**config.mk**
```make
export PLATFORM = sky130hd
export DESIGN_NAME = bus_xcvr_reg
export DESIGN_NICKNAME = d
export VERILOG_FILES = /design/src/rtl/xcvr_pkg.sv /design/src/rtl/xcvr_strobe_edge.sv /design/src/rtl/xcvr_store_reg.sv /design/src/rtl/xcvr_dir_path.sv /design/src/rtl/xcvr_lane.sv /design/src/rtl/bus_xcvr_reg.sv
export SDC_FILE = /design/constraint.sdc
export NUM_CORES = 1
export LEC_CHECK = 0
export CORE_MARGIN = 2
export CORE_UTILIZATION = 42
export DETAILED_ROUTE_END_ITERATION = 10
export GPL_TIMING_DRIVEN = 0
export PLACE_DENSITY = 0.75
export SLEW_MARGIN = 5
export SYNTH_ARGS = -nofsm -noshare
export SYNTH_HDL_FRONTEND = slang
export SYNTH_SLANG_ARGS = --single-unit
```
**constraint.sdc**
```tcl
create_clock -name clk -period 0.96 [get_ports clk]
set_clock_uncertainty 0.1 [all_clocks]
set_input_delay 0.192 -clock clk [delete_from_list [all_inputs] [get_ports clk]]
set_output_delay 0.192 -clock clk [all_outputs]
set_load 0.05 [all_outputs]
```
**src/rtl/xcvr_pkg.sv**
```systemverilog
`timescale 1ns/1ps
// Package: shared types for the registered bus transceiver.
// Assumes: lane data width is set by the top-level parameter.
package xcvr_pkg;

    // Per-direction control after enable polarity has been normalised.
    typedef struct packed {
        logic drive;      // 1 = this direction drives its destination bus
        logic use_store;  // 1 = stored byte, 0 = live data
    } dir_ctrl_t;

    // Build a direction control word from the raw active-high enable.
    function automatic dir_ctrl_t make_ctrl(input logic drive_hi, input logic sel);
        dir_ctrl_t c;
        c.drive     = drive_hi;
        c.use_store = sel;
        return c;
    endfunction

endpackage

```
**src/rtl/xcvr_strobe_edge.sv**
```systemverilog
`timescale 1ns/1ps
// Module: xcvr_strobe_edge
// Detects a 0-to-1 change of a synchronous capture strobe.
// Assumes: the strobe is already synchronous to clk. The history bit
// resets to 1, so a strobe held high through reset gives no capture.
module xcvr_strobe_edge (
    input  logic clk,
    input  logic rst_n,
    input  logic stb,
    output logic rise
);

    logic stb_q;

    // Keep the strobe level of the previous cycle.
    always_ff @(posedge clk) begin
        if (!rst_n) begin
            stb_q <= 1'b1;
        end else begin
            stb_q <= stb;
        end
    end

    assign rise = stb & ~stb_q;

endmodule

```
**src/rtl/xcvr_store_reg.sv**
```systemverilog
`timescale 1ns/1ps
// Module: xcvr_store_reg
// Store register that loads its data input when load is 1.
// Assumes: load is a single-cycle pulse made by the edge detector.
module xcvr_store_reg #(
    parameter int W = 8
) (
    input  logic         clk,
    input  logic         rst_n,
    input  logic         load,
    input  logic [W-1:0] d,
    output logic [W-1:0] q
);

    // Clear on reset, capture on a load pulse, otherwise hold.
    always_ff @(posedge clk) begin
        if (!rst_n) begin
            q <= '0;
        end else if (load) begin
            q <= d;
        end
    end

endmodule

```
**src/rtl/xcvr_dir_path.sv**
```systemverilog
`timescale 1ns/1ps
// Module: xcvr_dir_path
// Registered output stage for one direction. It picks live or stored
// data and registers that byte together with the drive enable.
// Assumes: stored is the store register value before this edge.
module xcvr_dir_path
    import xcvr_pkg::*;
#(
    parameter int W = 8
) (
    input  logic         clk,
    input  logic         rst_n,
    input  dir_ctrl_t    ctrl,
    input  logic [W-1:0] live,
    input  logic [W-1:0] stored,
    output logic [W-1:0] out,
    output logic         drv
);

    logic [W-1:0] pick;

    // Choose the source byte for the destination bus.
    always_comb begin
        pick = ctrl.use_store ? stored : live;
    end

    // Register the byte and the enable. Reset keeps the bus undriven.
    always_ff @(posedge clk) begin
        if (!rst_n) begin
            out <= '0;
            drv <= 1'b0;
        end else begin
            out <= pick;
            drv <= ctrl.drive;
        end
    end

endmodule

```
**src/rtl/xcvr_lane.sv**
```systemverilog
`timescale 1ns/1ps
// Module: xcvr_lane
// One byte lane: two strobe edge detectors, two store registers and
// two registered output stages, one of each per direction.
// Assumes: the enable for the A-side drive arrives active low.
module xcvr_lane
    import xcvr_pkg::*;
#(
    parameter int W = 8
) (
    input  logic         clk,
    input  logic         rst_n,
    input  logic [W-1:0] a_in,
    input  logic [W-1:0] b_in,
    input  logic         a_cap_stb,
    input  logic         b_cap_stb,
    input  logic         ab_use_store,
    input  logic         ba_use_store,
    input  logic         ab_drive_en,
    input  logic         ba_drive_en_n,
    output logic [W-1:0] a_out,
    output logic         a_drv,
    output logic [W-1:0] b_out,
    output logic         b_drv
);

    logic         rise_a;
    logic         rise_b;
    logic [W-1:0] store_ab;
    logic [W-1:0] store_ba;
    dir_ctrl_t    ctrl_ab;
    dir_ctrl_t    ctrl_ba;

    // Normalise enable polarity into per-direction control words.
    always_comb begin
        ctrl_ab = make_ctrl(ab_drive_en, ab_use_store);
        ctrl_ba = make_ctrl(~ba_drive_en_n, ba_use_store);
    end

    xcvr_strobe_edge u_edge_a (
        .clk   (clk),
        .rst_n (rst_n),
        .stb   (a_cap_stb),
        .rise  (rise_a)
    );

    xcvr_strobe_edge u_edge_b (
        .clk   (clk),
        .rst_n (rst_n),
        .stb   (b_cap_stb),
        .rise  (rise_b)
    );

    xcvr_store_reg #(.W(W)) u_store_ab (
        .clk   (clk),
        .rst_n (rst_n),
        .load  (rise_a),
        .d     (a_in),
        .q     (store_ab)
    );

    xcvr_store_reg #(.W(W)) u_store_ba (
        .clk   (clk),
        .rst_n (rst_n),
        .load  (rise_b),
        .d     (b_in),
        .q     (store_ba)
    );

    xcvr_dir_path #(.W(W)) u_path_ab (
        .clk    (clk),
        .rst_n  (rst_n),
        .ctrl   (ctrl_ab),
        .live   (a_in),
        .stored (store_ab),
        .out    (b_out),
        .drv    (b_drv)
    );

    xcvr_dir_path #(.W(W)) u_path_ba (
        .clk    (clk),
        .rst_n  (rst_n),
        .ctrl   (ctrl_ba),
        .live   (b_in),
        .stored (store_ba),
        .out    (a_out),
        .drv    (a_drv)
    );

endmodule

```
**src/rtl/bus_xcvr_reg.sv**
```systemverilog
`timescale 1ns/1ps
// Module: bus_xcvr_reg
// Top level: LANES independent byte lanes of the registered transceiver.
// Assumes: all inputs are synchronous to clk. The bus fabric outside
// merges out/drv with the external drivers to form a_in and b_in.
module bus_xcvr_reg #(
    parameter int LANE_W = 8,
    parameter int LANES  = 2,
    localparam int BUS_W = LANE_W * LANES
) (
    input  logic             clk,
    input  logic             rst_n,
    input  logic [BUS_W-1:0] a_in,
    input  logic [BUS_W-1:0] b_in,
    input  logic [LANES-1:0] a_cap_stb,
    input  logic [LANES-1:0] b_cap_stb,
    input  logic [LANES-1:0] ab_use_store,
    input  logic [LANES-1:0] ba_use_store,
    input  logic [LANES-1:0] ab_drive_en,
    input  logic [LANES-1:0] ba_drive_en_n,
    output logic [BUS_W-1:0] a_out,
    output logic [LANES-1:0] a_drv,
    output logic [BUS_W-1:0] b_out,
    output logic [LANES-1:0] b_drv
);

    // One lane instance per byte slice.
    for (genvar g = 0; g < LANES; g++) begin : g_lane
        xcvr_lane #(.W(LANE_W)) u_lane (
            .clk           (clk),
            .rst_n         (rst_n),
            .a_in          (a_in[g*LANE_W +: LANE_W]),
            .b_in          (b_in[g*LANE_W +: LANE_W]),
            .a_cap_stb     (a_cap_stb[g]),
            .b_cap_stb     (b_cap_stb[g]),
            .ab_use_store  (ab_use_store[g]),
            .ba_use_store  (ba_use_store[g]),
            .ab_drive_en   (ab_drive_en[g]),
            .ba_drive_en_n (ba_drive_en_n[g]),
            .a_out         (a_out[g*LANE_W +: LANE_W]),
            .a_drv         (a_drv[g]),
            .b_out         (b_out[g*LANE_W +: LANE_W]),
            .b_drv         (b_drv[g])
        );
    end

endmodule

```
== Word-level counts from Yosys, hierarchy flattened ==
Index checks and enable logic that the tools add are counted.
Cells by class
  add/sub/neg operators: 0
  multipliers: 0
  div/mod/pow operators: 0
  order comparisons: 0
  equality and inequality tests: 0
  shift-type cells: 0
  mux-type cells: 4
  bitwise operators: 10
  reductions and logical operators: 0
Operators by type and width (count)
  2-to-1 mux 8 bit: 4
  NOT 1 bit: 6
  bitwise AND 1 bit: 4
Word-level totals
  bits in registers: 72
  bits in latches: 0
  bits in writable memories: 0
  ROM bits: 0
  input bits: 46
  output and inout port bits: 36
  logic and storage cells: 30
  memories: 0

== Longest topological paths before layout ==
  word-level depth: 2
  depth in mapped cells: 4
  gate-level depth less buffers: 2

== Modules after synthesis ==
A second synthesis with hierarchy kept.
Unflattened totals
  cells, all modules: 222
  area total of the unflattened synthesis: 2685.1 um^2
Modules (own cells, without submodules)
  xcvr_dir_path: instances 4, cells each 27, area an instance 327.8 um^2, seq. area each 180.2 um^2
  xcvr_store_reg: instances 4, cells each 25, area an instance 301.5 um^2, seq. area each 160.2 um^2
  xcvr_strobe_edge: instances 4, cells each 3, area an instance 40.0 um^2, seq. area each 20.0 um^2
  xcvr_lane: instances 2, cells each 1, area an instance 3.8 um^2, seq. area each 0.0 um^2

== Worst setup path before layout ==
Ideal clock, no wire load.
  path type: reg-to-reg
  from: register g_lane[0].u_lane.u_edge_a.stb_q
  to: register g_lane[0].u_lane.u_store_ab.q[0]
  library setup time: 0.072 ns
  arrival: 0.760 ns
  required time: 0.788 ns
  slack: 0.029 ns
  stages on the path, launching flop included: 4
  path buffers: 1
  period minus slack after synthesis: 0.931 ns
  cell sequence: dfxtp_1 -> nor2b_1 -> buf_2 -> mux2i_1
Between the ends
  cells in the longest elaborated chain, start to end: 2
RTL lines
  from (decl): line xcvr_strobe_edge.sv:13  | logic stb_q;
  from (signal assigned): line xcvr_strobe_edge.sv:20  | stb_q <= stb;
  NOT 1 bit: line xcvr_strobe_edge.sv:24  | assign rise = stb & ~stb_q;
  bitwise AND 1 bit: line xcvr_strobe_edge.sv:24
  to (signal assigned): line xcvr_store_reg.sv:18  | q <= '0;
  to (signal assigned): line xcvr_store_reg.sv:20  | q <= d;
  to (decl): line xcvr_store_reg.sv:12  | output logic [W-1:0] q
No other way between the ends.
A chain may end at the register's enable or synchronous reset.

== Worst setup path in the final report ==
  from: register g_lane[0].u_lane.u_path_ab.out[6]
  to: output port b_out[6]
RTL lines
  from (decl): line xcvr_dir_path.sv:16  | output logic [W-1:0] out,
  from (signal assigned): line xcvr_dir_path.sv:33  | out <= pick;
  to (decl): line bus_xcvr_reg.sv:23  | output logic [BUS_W-1:0] b_out,
No word-level cell between the ends.

==> impl_metrics.tcl <==
set metrics [dict create \
    startpoint_type "flop" \
    grt_pass1_vias 2098 \
    wirelength_mm 5.78 \
    power_density_nw_per_um2 1780 \
    max_freq_ghz 0.896 \
    fillers 496 \
    viasPerCell 4.69 \
    rows 29 \
    grt_pass1_wl_mm 9.60 \
    gr-usage-met3 0.0340 \
    antenna_found_initial 0 \
    avgSynthCellArea_um2 10.3 \
    final_max_slew_viol_count 0 \
    wl_per_cell_um 13.3 \
    io_buffers 76 \
    clk_latency_ns 0.33 \
    crit_family "flip-flops" \
    place.gp.congestion 0.716 \
    place_inst 420 \
    num_io_pins 82 \
    p_int_mw 5.56 \
    ys_seq_area_frac 0.522 \
    die_w_um 85.1 \
    clock-root-buffer "clkbuf_8" \
    clkPwrFrac 0.410 \
    power_frac_seq 0.440 \
    core-area_um2 6350 \
    synth_cell_types 10 \
    hold_viol 0 \
    switching_power_mw 1.74 \
    clock_path_buffers 2 \
    fp.dieH_um 85.1 \
    power_leakage_nw 1.71 \
    worstReg2RegStart "g_lane[0].u_lane.u_edge_b.stb_q$_SDFF_PN1_" \
    arrival_ns 0.82 \
    swShare 0.238 \
    slew_headroom 0.704 \
    vias 2036 \
    dpl.hpwl_mm 3.98 \
    area_delta_synth_final_pct 48.7 \
    grt_setup_unrepaired "true" \
    ys_seq_elements 72 \
    drt_pass1_iterations 4 \
    layout.cells.non_filler 434 \
    cpPeakStageDelay_ns 0.34 \
    cp_num_buf_inv 1 \
    grt_use_total 0.169 \
    cts.sinks 72 \
    ant_nets 0 \
    tightest_slew_ns 0.445 \
    yosysWarnings 0 \
    setup_ws_ns -0.156 \
    critical_path.startpoint "g_lane[0].u_lane.u_path_ab.out[6]$_SDFF_PN0_" \
    syn_area_um2 2760 \
    path_class "flop to output port" \
    cts_made_buffers 9 \
    cap_violations 0 \
    crit_fanout 1 \
    min_path_type "input pin to flop" \
    htree_levels 3 \
    finalNetCount 398 \
    violations "negative setup slack" \
    fp.dieArea_um2 7240 \
    drtIter0Drc 75 \
    cpMaxStageDelayCell "dfxtp_2" \
    busiest_layer "met2" \
    clk_pin_slew_ns 0.07 \
    drive_above_1_share 0.308 \
    gr-total-overflow 0 \
    end_kind "output port" \
    status "finished with violations" \
    period_needed_ns 1.12 \
    cts_tree "built" \
    grt_max_degree 13 \
    synth_fp_nets 313 \
    final-setup-viol-count 38 \
    cp.required_ns 0.67 \
    share_comb_of_total_power 0.150 \
    min-delay-start "a_cap_stb[0]" \
    diodes 0 \
    grt_util_met2 0.291 \
    cp_cell_sequence "buf_6" \
    drc 0 \
    period_share 1.16 \
    ir_drop_v 0.000999 \
    fin_setup_tns_ns -5.16 \
    use_met1 0.201 \
    start_util 0.435 \
    syn_inst 267 \
]
[cell usage after synthesis (all sizes together)]
master,instances,area [um^2]
mux2i,64,641
nand2b,4,25.0
buf,19,149
clkbuf,4,15.0
nor2b,38,238
nand2,64,240
dfxtp,72,1440
and2,2,12.5
[sequential cells by signal (all words and copies together) (netlist names)]
| register | count |
|---|---|
| g_lane.u_lane.u_edge_a.stb_q | 2 |
| g_lane.u_lane.u_store_ab.q | 16 |
| g_lane.u_lane.u_path_ba.out | 16 |
| g_lane.u_lane.u_path_ba.drv | 2 |
| g_lane.u_lane.u_store_ba.q | 16 |
| g_lane.u_lane.u_path_ab.out | 16 |
| g_lane.u_lane.u_edge_b.stb_q | 2 |
| g_lane.u_lane.u_path_ab.drv | 2 |
[kinds of logic (layout without fill, tap and decap cells)]
| kind of cell | after synthesis | count (layout) | share of synthesized area |
|---|---|---|---|
| simple gates | 108 | 108 | 0.187 |
| buf+inv | 23 | 113 | 0.0594 |
| mux | 64 | 64 | 0.232 |
| flops | 72 | 72 | 0.522 |
[area by class of cell]
cell class                      instances  area, um^2  share of cell area
Tap cell                               77        96.3              0.0235
Sequential cell                        72        1490               0.363
Clock inverter                          4        98.8              0.0241
Timing Repair Buffer                   78         911               0.222
Buffer                                 19         170              0.0414
Multi-Input combinational cell        172        1180               0.289
Clock buffer                           12         155              0.0378
[stage by stage]
stage                     worst slack, ns  instance area (um^2)  hold WS (ns)   util  power, mW
after global placement             -0.492                  3620         0.321  0.570       4.25
after CTS                          -0.176                  4050        0.0834  0.638       7.35
after detailed placement           -0.517                  3620         0.327  0.570       4.27
final                              -0.156                  4110        0.0931  0.647       7.30
after floorplan                    0.0288                  2760         0.164      -       3.86
after global routing               -0.191                  4110         0.108  0.647       7.59
[routing by layer]
layer,wire [um],vias to the layer above
li1,-,1024
met1,2510,956
met2,2890,48
met3,267,8
met4,107,0
met5,0,-
[repair_timing]
action                     CTS  global route
hold buffers                 1             2
setup endpoints to repair   68            70
buffers inserted             0             0
hold endpoints to repair     4             2
pin swaps                    0             0
resized for setup          325            13
[placed cells by master, fill, tap and decap left out, drive strengths merged]
cell type / count
nand2: 64
and2: 2
dlygate4sd2: 4
dfxtp: 72
inv: 1
dlygate4sd3: 2
mux2i: 64
nand2b: 4
buf: 51
clkdlybuf4s50: 36
nor2b: 38
clkbuf: 16
bufinv: 3
[power groups by stage]
stage               Clock [mW]  Sequential (mW)  Combinational (mW)
floorplan                    0             3.47               0.386
global placement             0             3.23                1.02
detailed placement           0             3.24                1.03
CTS                       3.06             3.21                1.08
global route              3.20             3.23                1.17
finish                    2.99             3.21                1.10
[worst paths after layout]
path | end | slack [ns] | cells after the start
setup / recovery | b_out[6] | -0.16 | 1
hold / removal | g_lane[0].u_lane.u_edge_a.stb_q$_SDFF_PN1_ | 0.09 | 2
hold reg to reg | g_lane[1].u_lane.u_store_ab.q[3]$_SDFFE_PN0P_ | 0.36 | 2
setup reg to reg | g_lane[0].u_lane.u_store_ba.q[5]$_SDFFE_PN0P_ | -0.01 | 3
Note: power is estimated with default switching activity, not from simulation.
